<file path="src/rtl/dmaord_pkg.sv">
package dmaord_pkg;
  localparam int ADDR_W    = 32;
  localparam int TAG_W     = 3;
  localparam int DATA_W    = 32;
  localparam int WIN_DEPTH = 8;
  localparam int IDX_W     = $clog2(WIN_DEPTH);
  localparam int NTAG      = 1 << TAG_W;

  typedef struct packed {
    logic              isWrite;
    logic              flag;
    logic [ADDR_W-1:0] addr;
    logic [TAG_W-1:0]  tag;
  } req_t;

  // control -> datapath strobes
  typedef struct packed {
    logic             push;
    logic             pop;
    logic [IDX_W-1:0] sel;
    logic             cplHit;
    logic             cplMiss;
  } strobe_t;
endpackage

</file>
<file path="src/rtl/dmaord_dp.sv">
module dmaord_dp
  import dmaord_pkg::*;
#(
  parameter int LINE_LSB = 6
) (
  input  logic                                 clk,
  input  logic                                 rstN,
  input  strobe_t                              stb,
  input  req_t                                 reqIn,
  input  logic [TAG_W-1:0]                     cplTag,
  input  logic [DATA_W-1:0]                    cplData,
  output logic [WIN_DEPTH-1:0]                 qValid,
  output logic [WIN_DEPTH-1:0]                 qIsW,
  output logic [WIN_DEPTH-1:0]                 qFlag,
  output logic [WIN_DEPTH-1:0][ADDR_W-LINE_LSB-1:0] qLine,
  output logic [NTAG-1:0]                      outValid,
  output logic [NTAG-1:0]                      outAcq,
  output req_t                                 txReq,
  output logic                                 rspValid,
  output logic [TAG_W-1:0]                     rspTag,
  output logic [DATA_W-1:0]                    rspData,
  output logic                                 cplErr
);
  req_t                 q  [WIN_DEPTH];
  req_t                 nq [WIN_DEPTH];
  logic [WIN_DEPTH-1:0] nv;

  // Collapsing window: slot 0 holds the oldest entry.
  always_comb begin
    logic placed;
    for (int i = 0; i < WIN_DEPTH; i++) nq[i] = q[i];
    nv = qValid;
    if (stb.pop) begin
      for (int i = 0; i < WIN_DEPTH - 1; i++) begin
        if (i >= int'(stb.sel)) begin
          nq[i] = q[i+1];
          nv[i] = qValid[i+1];
        end
      end
      nv[WIN_DEPTH-1] = 1'b0;
    end
    placed = 1'b0;
    if (stb.push) begin
      for (int i = 0; i < WIN_DEPTH; i++) begin
        if (!nv[i] && !placed) begin
          nq[i]  = reqIn;
          nv[i]  = 1'b1;
          placed = 1'b1;
        end
      end
    end
  end

  always_ff @(posedge clk or negedge rstN) begin
    if (!rstN) qValid <= '0;
    else       qValid <= nv;
  end

  always_ff @(posedge clk) begin
    for (int i = 0; i < WIN_DEPTH; i++) q[i] <= nq[i];
  end

  generate
    for (genvar g = 0; g < WIN_DEPTH; g++) begin : g_view
      assign qIsW[g]  = q[g].isWrite;
      assign qFlag[g] = q[g].flag;
      assign qLine[g] = q[g].addr[ADDR_W-1:LINE_LSB];
    end
  endgenerate

  assign txReq = q[stb.sel];

  // Outstanding-read table, indexed by tag.
  always_ff @(posedge clk or negedge rstN) begin
    if (!rstN) begin
      outValid <= '0;
      outAcq   <= '0;
    end else begin
      if (stb.pop && !txReq.isWrite) begin
        outValid[txReq.tag] <= 1'b1;
        outAcq[txReq.tag]   <= txReq.flag;
      end
      if (stb.cplHit) outValid[cplTag] <= 1'b0;
    end
  end

  always_ff @(posedge clk or negedge rstN) begin
    if (!rstN) begin
      rspValid <= 1'b0;
      rspTag   <= '0;
      rspData  <= '0;
      cplErr   <= 1'b0;
    end else begin
      rspValid <= stb.cplHit;
      rspTag   <= cplTag;
      rspData  <= cplData;
      cplErr   <= stb.cplMiss;
    end
  end
endmodule

</file>
<file path="src/rtl/dmaord_ctl.sv">
module dmaord_ctl
  import dmaord_pkg::*;
#(
  parameter int LINE_LSB = 6
) (
  input  logic [WIN_DEPTH-1:0]                 qValid,
  input  logic [WIN_DEPTH-1:0]                 qIsW,
  input  logic [WIN_DEPTH-1:0]                 qFlag,
  input  logic [WIN_DEPTH-1:0][ADDR_W-LINE_LSB-1:0] qLine,
  input  logic [NTAG-1:0]                      outValid,
  input  logic [NTAG-1:0]                      outAcq,
  input  logic                                 reqValid,
  input  logic                                 txReady,
  input  logic                                 cplValid,
  input  logic [TAG_W-1:0]                     cplTag,
  output strobe_t                              stb,
  output logic                                 reqReady,
  output logic                                 txValid
);
  logic [WIN_DEPTH-1:0] elig;
  logic                 readOut;
  logic                 acqOut;
  logic [IDX_W-1:0]     pick;

  assign readOut = |outValid;
  assign acqOut  = |(outValid & outAcq);

  always_comb begin
    for (int i = 0; i < WIN_DEPTH; i++) begin
      logic olderAny, olderW, olderAcq, lineHit;
      olderAny = 1'b0; olderW = 1'b0; olderAcq = 1'b0; lineHit = 1'b0;
      for (int j = 0; j < i; j++) begin
        if (qValid[j]) begin
          olderAny = 1'b1;
          if (qIsW[j]) begin
            olderW = 1'b1;
            if (qLine[j] == qLine[i]) lineHit = 1'b1;
          end else if (qFlag[j]) begin
            olderAcq = 1'b1;
          end
        end
      end
      if (qIsW[i])
        elig[i] = qValid[i] && (qFlag[i] ? (!olderAny && !readOut) : !olderW);
      else
        elig[i] = qValid[i] && !lineHit && !olderAcq && !acqOut;
    end
  end

  // oldest eligible wins
  always_comb begin
    pick = '0;
    for (int i = WIN_DEPTH - 1; i >= 0; i--)
      if (elig[i]) pick = IDX_W'(i);
  end

  assign txValid     = |elig;
  assign reqReady    = !qValid[WIN_DEPTH-1];
  assign stb.push    = reqValid && reqReady;
  assign stb.pop     = txValid && txReady;
  assign stb.sel     = pick;
  assign stb.cplHit  = cplValid && outValid[cplTag];
  assign stb.cplMiss = cplValid && !outValid[cplTag];
endmodule

</file>
<file path="src/rtl/dmaord_engine.sv">
module dmaord_engine
  import dmaord_pkg::*;
#(
  parameter int LINE_BYTES = 64
) (
  input  logic              clk,
  input  logic              rstN,
  input  logic              reqValid,
  output logic              reqReady,
  input  logic              reqIsWrite,
  input  logic              reqFlag,
  input  logic [ADDR_W-1:0] reqAddr,
  input  logic [TAG_W-1:0]  reqTag,
  output logic              txValid,
  input  logic              txReady,
  output logic              txIsWrite,
  output logic              txFlag,
  output logic [ADDR_W-1:0] txAddr,
  output logic [TAG_W-1:0]  txTag,
  input  logic              cplValid,
  input  logic [TAG_W-1:0]  cplTag,
  input  logic [DATA_W-1:0] cplData,
  output logic              rspValid,
  output logic [TAG_W-1:0]  rspTag,
  output logic [DATA_W-1:0] rspData,
  output logic              cplErr
);
  localparam int LINE_LSB = $clog2(LINE_BYTES);
  localparam int LINE_W   = ADDR_W - LINE_LSB;

  strobe_t                          stb;
  req_t                             reqIn;
  req_t                             txReq;
  logic [WIN_DEPTH-1:0]             qValid, qIsW, qFlag;
  logic [WIN_DEPTH-1:0][LINE_W-1:0] qLine;
  logic [NTAG-1:0]                  outValid, outAcq;

  assign reqIn = '{isWrite: reqIsWrite, flag: reqFlag, addr: reqAddr, tag: reqTag};

  dmaord_ctl #(.LINE_LSB(LINE_LSB)) u_ctl (
    .qValid(qValid), .qIsW(qIsW), .qFlag(qFlag), .qLine(qLine),
    .outValid(outValid), .outAcq(outAcq),
    .reqValid(reqValid), .txReady(txReady),
    .cplValid(cplValid), .cplTag(cplTag),
    .stb(stb), .reqReady(reqReady), .txValid(txValid)
  );

  dmaord_dp #(.LINE_LSB(LINE_LSB)) u_dp (
    .clk(clk), .rstN(rstN), .stb(stb), .reqIn(reqIn),
    .cplTag(cplTag), .cplData(cplData),
    .qValid(qValid), .qIsW(qIsW), .qFlag(qFlag), .qLine(qLine),
    .outValid(outValid), .outAcq(outAcq), .txReq(txReq),
    .rspValid(rspValid), .rspTag(rspTag), .rspData(rspData), .cplErr(cplErr)
  );

  assign txIsWrite = txReq.isWrite;
  assign txFlag    = txReq.flag;
  assign txAddr    = txReq.addr;
  assign txTag     = txReq.tag;
endmodule

</file>
<file path="config.mk">
export PLATFORM = sky130hd
export DESIGN_NAME = dmaord_engine
export DESIGN_NICKNAME = d
export VERILOG_FILES = /design/src/rtl/dmaord_pkg.sv /design/src/rtl/dmaord_dp.sv /design/src/rtl/dmaord_ctl.sv /design/src/rtl/dmaord_engine.sv
export SDC_FILE = /design/constraint.sdc
export NUM_CORES = 1
export LEC_CHECK = 0
export BUFFER_PORTS_ARGS = -buffer_cell sky130_fd_sc_hd__buf_2
export CAP_MARGIN = 0
export CORE_MARGIN = 2
export CORE_UTILIZATION = 40
export CTS_CLUSTER_SIZE = 28
export DETAILED_ROUTE_END_ITERATION = 10
export HOLD_SLACK_MARGIN = 0.15
export PLACE_DENSITY_LB_ADDON = 0.2
export SYNTH_ARGS = -nofsm -noshare
export SYNTH_HDL_FRONTEND = slang
export SYNTH_SLANG_ARGS = --single-unit
</file>
<file path="constraint.sdc">
create_clock -name clk -period 17.1 [get_ports clk]
set_clock_uncertainty 0.1 [all_clocks]
set_input_delay 0.855 -clock clk [delete_from_list [all_inputs] [get_ports clk]]
set_output_delay 0.855 -clock clk [all_outputs]
set_load 0.1 [all_outputs]
</file>
## Yosys cells after proc, flatten, opt, wreduce, memory -nomap -nowiden

Memory sizes are Yosys's and may differ from the RTL's.
Cells that the tools add are included.

| word-level totals | value |
|---|---|
| register bits after elaboration | 61 |
| bits in writable memories | 296 |
| bits of input ports | 77 |
| output and inout port bits | 76 |
| memories kept | 1 |

Memories:

| memory | words | width | rd ports | clocked after memory_dff | write ports | line | source |
|---|---|---|---|---|---|---|---|
| u_dp.q | 8 | 37 | 9 | 0 | 8 | dmaord_dp.sv:24 | `req_t q [WIN_DEPTH];` |

| cells by class | value |
|---|---|
| order comparisons | 11 |
| eq/ne operators | 28 |
| multiplexer cells | 206 |
| bitwise gates (word level) | 4 |
| reduce and logical (&&, ||, !) cells | 101 |

Operators by type and width:

| operator | count |
|---|---|
| == test 26 bit | 28 |
| two-way mux 37 bit | 15 |
| two-way mux 296 bit | 1 |
| two-way mux 259 bit | 1 |
| two-way mux 1 bit | 173 |
| logical AND 1 bit | 51 |
| zero test 1 bit | 47 |
| two-way mux 8 bit | 4 |
| two-way mux 3 bit | 8 |
| OR reduction 8 bit | 3 |
| AND 8 bit | 2 |
| greater-or-equal comparator 3 bit (first input constant) | 3 |
| bitwise mux 8 bit | 1 |
| < comparator 3 x 4 -> 1 bit (second input constant) | 2 |
| inverter 8 bit | 1 |
| OR 8 bit | 1 |
| demux 1 bit (select 3 bit) | 2 |
| greater-or-equal comparator 1 x 3 -> 1 bit (first input constant) | 2 |
| greater-or-equal comparator 2 x 3 -> 1 bit (first input constant) | 2 |
| greater-or-equal comparator 3 x 1 -> 1 bit (second input constant) | 2 |
| binary-select mux 1 bit (select 3 bit) | 1 |

## Longest topological paths before layout

Gate-level depths: netlist of the first run.

| depth | value |
|---|---|
| depth in word-level cells | 68 |
| mapped depth | 18 |
| gate-level depth less buffers | 13 |

## Cells and area by module

Synthesis of the first run repeated with hierarchy kept, for this count alone.

| unflattened totals | value |
|---|---|
| cells, all modules | 2,815 |
| area, all modules | 27,684.1 um2 |

Modules (own cells, without submodules):

| module | instances | cells each | area an instance (um2) |
|---|---|---|---|
| dmaord_dp | 1 | 1,517 | 18,137.4 |
| dmaord_ctl | 1 | 1,298 | 9,546.7 |

## Worst setup path after synthesis of the first run

Ideal clock, no wire load.

| timing path | value |
|---|---|
| path type | flip-flop to flip-flop |
| from | register, netlist name u_dp.outValid[4] |
| to | memory u_dp.q[7][0] (netlist name), enable pin |
| library setup time | 477 ps |
| arrival time | 5,850 ps |
| required time | 16,523 ps |
| path slack | 10,673 ps |
| cell stages (with the launch flop) | 13 |
| buffers on the path | 1 |
| clock period less this slack | 6,427 ps |
| cells stage by stage | dfrtp_1 -> or4_1 -> or4_1 -> mux2i_1 -> nand3_1 -> a21boi_1 -> a311oi_4 -> nor3_1 -> o31a_1 -> buf_2 -> a211o_4 -> nand2b_1 -> nor3_1 |

RTL lines:

| element | line |
|---|---|
| to (decl) | dmaord_dp.sv:24 |

## Worst setup path in the final report of the first run

| timing path | value |
|---|---|
| from | register u_dp.qValid[2] |
| to | output port txAddr[20] |

| on the way | value |
|---|---|
| longest elaborated chain between the ends | 27 |

RTL lines:

| element | line | source |
|---|---|---|
| from (decl) | dmaord_dp.sv:12 | `output logic [WIN_DEPTH-1:0] qValid,` |
| from (signal assigned) | dmaord_dp.sv:56 | `else qValid <= nv;` |
| two-way mux 1 bit | dmaord_ctl.sv:33 | `if (qValid[j]) begin` |
| two-way mux 1 bit | dmaord_ctl.sv:37 | `if (qLine[j] == qLine[i]) lineHit = 1'b1;` |
| two-way mux 1 bit | dmaord_ctl.sv:35 | `if (qIsW[j]) begin` |
| two-way mux 1 bit | dmaord_ctl.sv:33 |  |
| two-way mux 1 bit | dmaord_ctl.sv:37 |  |
| two-way mux 1 bit | dmaord_ctl.sv:35 |  |
| two-way mux 1 bit | dmaord_ctl.sv:33 |  |
| two-way mux 1 bit | dmaord_ctl.sv:37 |  |
| [3 not listed] | - |  |
| two-way mux 1 bit | dmaord_ctl.sv:35 |  |
| two-way mux 1 bit | dmaord_ctl.sv:33 |  |
| zero test 1 bit | dmaord_ctl.sv:46 | `elig[i] = qValid[i] && !lineHit && !olderAcq && !acqOut;` |
| logical AND 1 bit (3 in a row) | dmaord_ctl.sv:46 |  |
| two-way mux 1 bit | dmaord_ctl.sv:43 | `if (qIsW[i])` |
| two-way mux 3 bit (5 in a row) | dmaord_ctl.sv:54 | `if (elig[i]) pick = IDX_W'(i);` |
| two-way mux 3 bit (*) (3 in a row) | dmaord_ctl.sv:54 |  |
| memory read (8 x 37 bit) (*) | - |  |
| to (decl) | dmaord_engine.sv:18 | `output logic [ADDR_W-1:0] txAddr,` |

Mark *: on every way between the ends. The rest lies on a longest branch, timed or not.

==> impl_metrics.env, run 1 <==
export IMPL_rows=94
export IMPL_cts_setup_buffers=0
export IMPL_num_antenna_cells=0
export IMPL_syn_to_final_growth_pct=11.2
export IMPL_die_h_um=261
export IMPL_dr_pass1_iters=6
export IMPL_fillCellCount=6253
export IMPL_root_buffer="clkbuf_16"
export IMPL_io_pins=153
export IMPL_ys_seq_area_share_pct=29.5
export IMPL_cts_sinks=357
export IMPL_final_area_mm2=0.0295
export IMPL_clkTransAtPathRegs_ns=0.06
export IMPL_port_buffer_count=152
export IMPL_viasPerCell=6.50
export IMPL_rsz0062_at_grt="no"
export IMPL_hp_class="in2reg"
export IMPL_grt_max_degree=64
export IMPL_fin_crit_ns=8.33
export IMPL_routabilityCongestion=1.08
export IMPL_finalWirelength_um=150000
export IMPL_die_w_um=261
export IMPL_cts_hold_buf=0
export IMPL_arrival_ns=7.38
export IMPL_relSlewSlack_pct=3.91
export IMPL_ctsResizeCount=0
export IMPL_synth_area_mm2=0.0265
export IMPL_fmax_mhz=120
export IMPL_cp_data_required_time_ns=16.15
export IMPL_crit_type="reg2out"
export IMPL_fin_nets=2871
export IMPL_critPathMaxFanout=63
export IMPL_dp_hpwl_um=102000
export IMPL_worst_slew_pin_slew_ns=1.44
export IMPL_cp_start_kind="register"
export IMPL_drive_gt1_share_pct=25.0
export IMPL_drt_initial_drc_count=3292
export IMPL_synth_main_ff_cell="dfxtp_1"
export IMPL_insertion_delay_ns=0.61
export IMPL_synth_cell_types=71
export IMPL_dp_slack_ns=8.99
export IMPL_cts_buffers=43
export IMPL_start_util_pct=40.4
export IMPL_via_count=24017
export IMPL_clk_path_buf_depth=3
export IMPL_fin_tns_setup_ns=0
export IMPL_placed_area_mm2=0.0280
export IMPL_grt_pass1_vias=22600
export IMPL_antenna_found_initial=5
export IMPL_syn_num_nets=2841
export IMPL_grtUsageTotal_pct=43.1
export IMPL_globalRouteOverflowTotal=0
export IMPL_yosysWarnings=0
export IMPL_ys_ff_latch=357
export IMPL_cts_tree="yes"
export IMPL_hold_viol=0
export IMPL_synth_edf_count=37
export IMPL_drt_antenna_violating_nets=0
export IMPL_drc=0
export IMPL_syn_inst=2764
export IMPL_avgSynthCellArea_um2=9.59
export IMPL_die_area_mm2=0.0683
export IMPL_cts_htree_levels=2
export IMPL_setup_ws_ns=8.77
export IMPL_hold_slack_ns=0.265
export IMPL_wl_per_cell_um=40.7
export IMPL_timing_max_cap_violations=0
export IMPL_async_flop_share_pct=17.1
export IMPL_maxSlewViolCount=0
export IMPL_grt_first_pass_wirelength_um=200000
export IMPL_status="complete, no violations"
export IMPL_setup_viol=0
export IMPL_cp_end_kind="output port"
export IMPL_coreArea_mm2=0.0656
export IMPL_finalCritPeriodShare_pct=48.7
[layer usage]
layer	GRT usage (%)	wire [um]
met3	12.0	15800
met2	64.7	63800
met4	21.7	8990
met5	0	51
met1	56.5	61600
[registers in the layout, indices dropped and copies added (netlist names)]
signal,count
u_dp.cplErr,1
u_dp.outAcq,8
u_dp.outValid,8
u_dp.q,296
u_dp.qValid,8
u_dp.rspData,32
u_dp.rspTag,3
u_dp.rspValid,1
[cells in the mapped netlist (all sizes together) (58+ instances only)]
cell type  instances  area [um2]
o22ai             75         469
buf              260        1370
nand2             72         273
mux2             337        3790
xnor2             90         788
nor3              88         445
xor2             638        5590
a21oi             83         419
dfrtp             61        1530
dfxtp            259        5180
clkbuf            58         218
nor4             154         963
mux2i            237        2370
[critical path, stage by stage, from the launching register on]
cell	delay, ns
dfrtp_1	0.54
nand2_1	0.54
nor4_1	1.33
nand4_1	0.24
o22ai_1	0.59
or4_1	0.26
nand2_1	0.13
a311o_1	0.52
nand2_8	0.53
buf_4	0.93
mux2i_1	0.30
o22ai_1	0.12
or2_2	0.32
buf_2	0.30
[area by class of cell]
type,instances,area [um2],share of cell area [%]
Clock inverter,17,215,0.730
Timing Repair Buffer,303,1890,6.43
Multi-Input combinational cell,2068,17200,58.2
Clock buffer,63,1230,4.18
Inverter,21,78.8,0.267
Sequential cell,357,7820,26.5
Tap cell,864,1080,3.67
[through the flow]
stage               std cells  utilization, %
global placement         3613            42.7
global route             3693            44.9
CTS                      3693            44.9
detailed placement       3613            42.7
finish                   3693            44.9
floorplan                2764               -
[cells by family after synthesis]
logic type                Yosys count  synth area share, %
AOI/OAI and AO/OA                 260                 6.07
xor gates and xnor gates          728                 24.1
buffers and inverters             339                 6.27
DFF                               357                 29.5
muxes                             576                 23.4
and+or+nand+nor                   504                 10.6
[cell usage in the layout (no fill, tap or decap), types with 3 or more instances in the layout]
cell,count
edfxtp_1,37
inv_6,3
nor4_1,153
dfxtp_1,259
a22oi_1,4
nand4_1,55
xnor2_1,90
nand2_1,68
bufinv_16,3
inv_1,19
clkbuf_8,6
nor2_1,11
buf_2,152
mux2_2,274
clkbuf_16,44
xor2_1,638
and4_1,3
or3_1,4
a32oi_1,3
nand3_1,49
buf_4,151
nand2b_1,3
and2_1,4
o22ai_1,75
nand2_2,3
a21oi_1,81
o21ai_0,52
or4_1,8
dfrtp_1,61
nor3_1,86
clkbuf_1,13
o41ai_1,3
clkinv_2,5
mux2_1,63
or2_2,35
nor2b_1,5
mux2i_1,237
a21o_1,5
[worst paths after layout]
check / startpoint / end / slack (ns) / cells after the start
min in group asynchronous: rstN / u_dp.outAcq[4] / 0.32 / 2
worst max register to register: u_dp.q[0][15] / u_dp.q[4][8] / 8.99 / 12
max in group asynchronous: rstN / u_dp.rspData[10] / 16.08 / 2
worst min-delay path: cplData[31] / u_dp.rspData[31] / 0.27 / 1
worst min register to register: u_dp.outAcq[7] / u_dp.outAcq[7] / 0.40 / 1
worst max-delay path: u_dp.qValid[2] / txAddr[20] / 8.77 / 13
Power of run 1 is not shown: default switching activity piles up to over one toggle a cycle in this logic, so the estimate is an artifact.
==> inputs of run 2 (changes only) <==
- clock period: 17.1 -> 7.8 ns (I/O delays scaled with it)
==> run 2 against run 1 <==
Sequential cell count is the same. Sequential share of layout area shrank 0.99 points. Cell count grew 3.0%. First-iteration DRC count shrank 4.1%. Design area grew 3.9%. Die area is the same. Critical path type unchanged. Routed wire length grew 3.0%.
==> impl_metrics.env, run 2 (same netlist as run 1, synthesis figures left out) <==
export IMPL_fin_crit_ns=7.11
export IMPL_path_buf_inv=2
export IMPL_die_w_um=261
export IMPL_crit_end="txTag[2]"
export IMPL_grt_max_degree=71
export IMPL_reg_top3="u_dp.q (296), u_dp.rspData (32)"
export IMPL_hp_class="in2reg"
export IMPL_routabilityCongestion=1.06
export IMPL_setup_viol=0
export IMPL_crit_start="u_dp.q[2][13]"
export IMPL_cp_start_kind="register"
export IMPL_largest_reg_flops=296
export IMPL_fin_tns_setup_ns=0
export IMPL_die_h_um=261
export IMPL_cts_buffers=43
export IMPL_die_area_mm2=0.0683
export IMPL_relSlewSlack_pct=7.88
export IMPL_r2r_cells=13
export IMPL_dr_pass1_iters=6
export IMPL_hold_depth=4
export IMPL_drc=0
export IMPL_insertion_delay_ns=0.62
export IMPL_clk_path_buf_depth=3
export IMPL_r2r_slack_ns=1.21
export IMPL_regMostFlops="u_dp.q"
export IMPL_wl_per_cell_um=40.7
export IMPL_cts_hold_buf=75
export IMPL_rows=94
export IMPL_cts_sinks=357
export IMPL_cts_htree_levels=2
export IMPL_regToRegEndpoint="u_dp.q[4][33]"
export IMPL_syn_to_final_growth_pct=15.5
export IMPL_port_buffer_count=152
export IMPL_cp_data_required_time_ns=7.31
export IMPL_cp_depth=12
export IMPL_timing_max_cap_violations=0
export IMPL_critPathMaxFanout=21
export IMPL_finalWirelength_um=155000
export IMPL_finalCritPeriodShare_pct=91.1
export IMPL_fin_nets=2980
export IMPL_layout_common_cells="638 x xor2_1, 274 x mux2_2, 259 x dfxtp_1"
export IMPL_start_util_pct=40.4
export IMPL_clkTransAtPathRegs_ns=0.06
export IMPL_drive_gt1_share_pct=25.5
export IMPL_crit_slowest_cell="dfxtp_1"
export IMPL_status="complete, no violations"
export IMPL_grt_first_pass_wirelength_um=205000
export IMPL_maxSlewViolCount=0
export IMPL_cts_tree="yes"
export IMPL_antenna_found_initial=7
export IMPL_fmax_mhz=141
export IMPL_globalRouteOverflowTotal=0
export IMPL_rsz0062_at_grt="no"
export IMPL_hold_viol=0
export IMPL_via_count=24342
export IMPL_viasPerCell=6.40
export IMPL_root_buffer="clkbuf_16"
export IMPL_fillCellCount=6187
export IMPL_crit_chain="xor2_1 > nor4_1 > nand4_1 > o41ai_1 > nor4_1 > a21boi_1 > a311o_1 > nand2_8 > mux2_1 > a2111oi_2 > inv_2 > buf_2"
export IMPL_grtUsageTotal_pct=44.4
export IMPL_reg2reg_from="u_dp.q[2][13]"
export IMPL_cp_end_kind="output port"
export IMPL_critPathTopFamily="compound AO/OA/AOI/OAI gates"
export IMPL_layout_commonest_cell="xor2_1"
export IMPL_dp_hpwl_um=111000
export IMPL_ctsResizeCount=0
export IMPL_crit_type="reg2out"
export IMPL_coreArea_mm2=0.0656
export IMPL_io_pins=153
export IMPL_crit_top_cell="nor4_1"
export IMPL_max_stage_delay_ns=1.04
export IMPL_drt_antenna_violating_nets=0
export IMPL_cts_setup_buffers=0
export IMPL_drt_initial_drc_count=3156
export IMPL_worst_slew_pin_slew_ns=1.38
export IMPL_arrival_ns=6.62
export IMPL_grt_pass1_vias=23334
-- run 2: area by class of cell --
class	count	area [um2]	share of cell area [%]
Multi-Input combinational cell	2068	17200	56.0
Sequential cell	357	7820	25.6
Timing Repair Buffer	412	2950	9.64
Clock buffer	59	1260	4.12
Tap cell	864	1080	3.53
Clock inverter	21	265	0.866
Inverter	21	78.8	0.257
Antenna cell	2	5.00	0.0163
-- run 2: through the flow --
stage          cell area, um2  setup slack (ns)  hold WS (ns)  util (%)  std cells
2_1_floorplan           26500              1.37      -0.00559         -       2764
3_3_place_gp            28300              1.41         0.373      43.2       3647
3_5_place_dp            28300              1.59         0.380      43.2       3647
4_1_cts                 30600              1.02         0.180      46.6       3802
5_1_grt                 30600             0.720         0.226      46.6       3802
6_report                30600             0.693         0.222      46.6       3804
-- run 2: worst min-delay path by stage --
stage / from / end / slack (ns)
6_report: txReady / u_dp.qValid[7] / 0.22
5_1_grt: txReady / u_dp.qValid[7] / 0.23
4_1_cts: txReady / u_dp.qValid[7] / 0.18
3_5_place_dp: u_dp.outAcq[7] / u_dp.outAcq[7] / 0.38
3_3_place_gp: u_dp.outAcq[7] / u_dp.outAcq[7] / 0.37
2_1_floorplan: rstN / u_dp.cplErr / -0.006
-- run 2: layer usage --
layer  track usage, %  share of wire, %  up-vias
met5                0                 0        -
li1                 -                 -     9980
met4             23.8               6.4        0
met3             11.1                10      444
met2             67.0                43     1699
met1             58.2                41    12219
-- run 2: worst min-delay path: stages --
cell	delay [ns]
buf_2	0.18
nand2_1	0.15
nand2_1	0.08
o31ai_1	0.06
Power of run 2 is left out for the same reason.
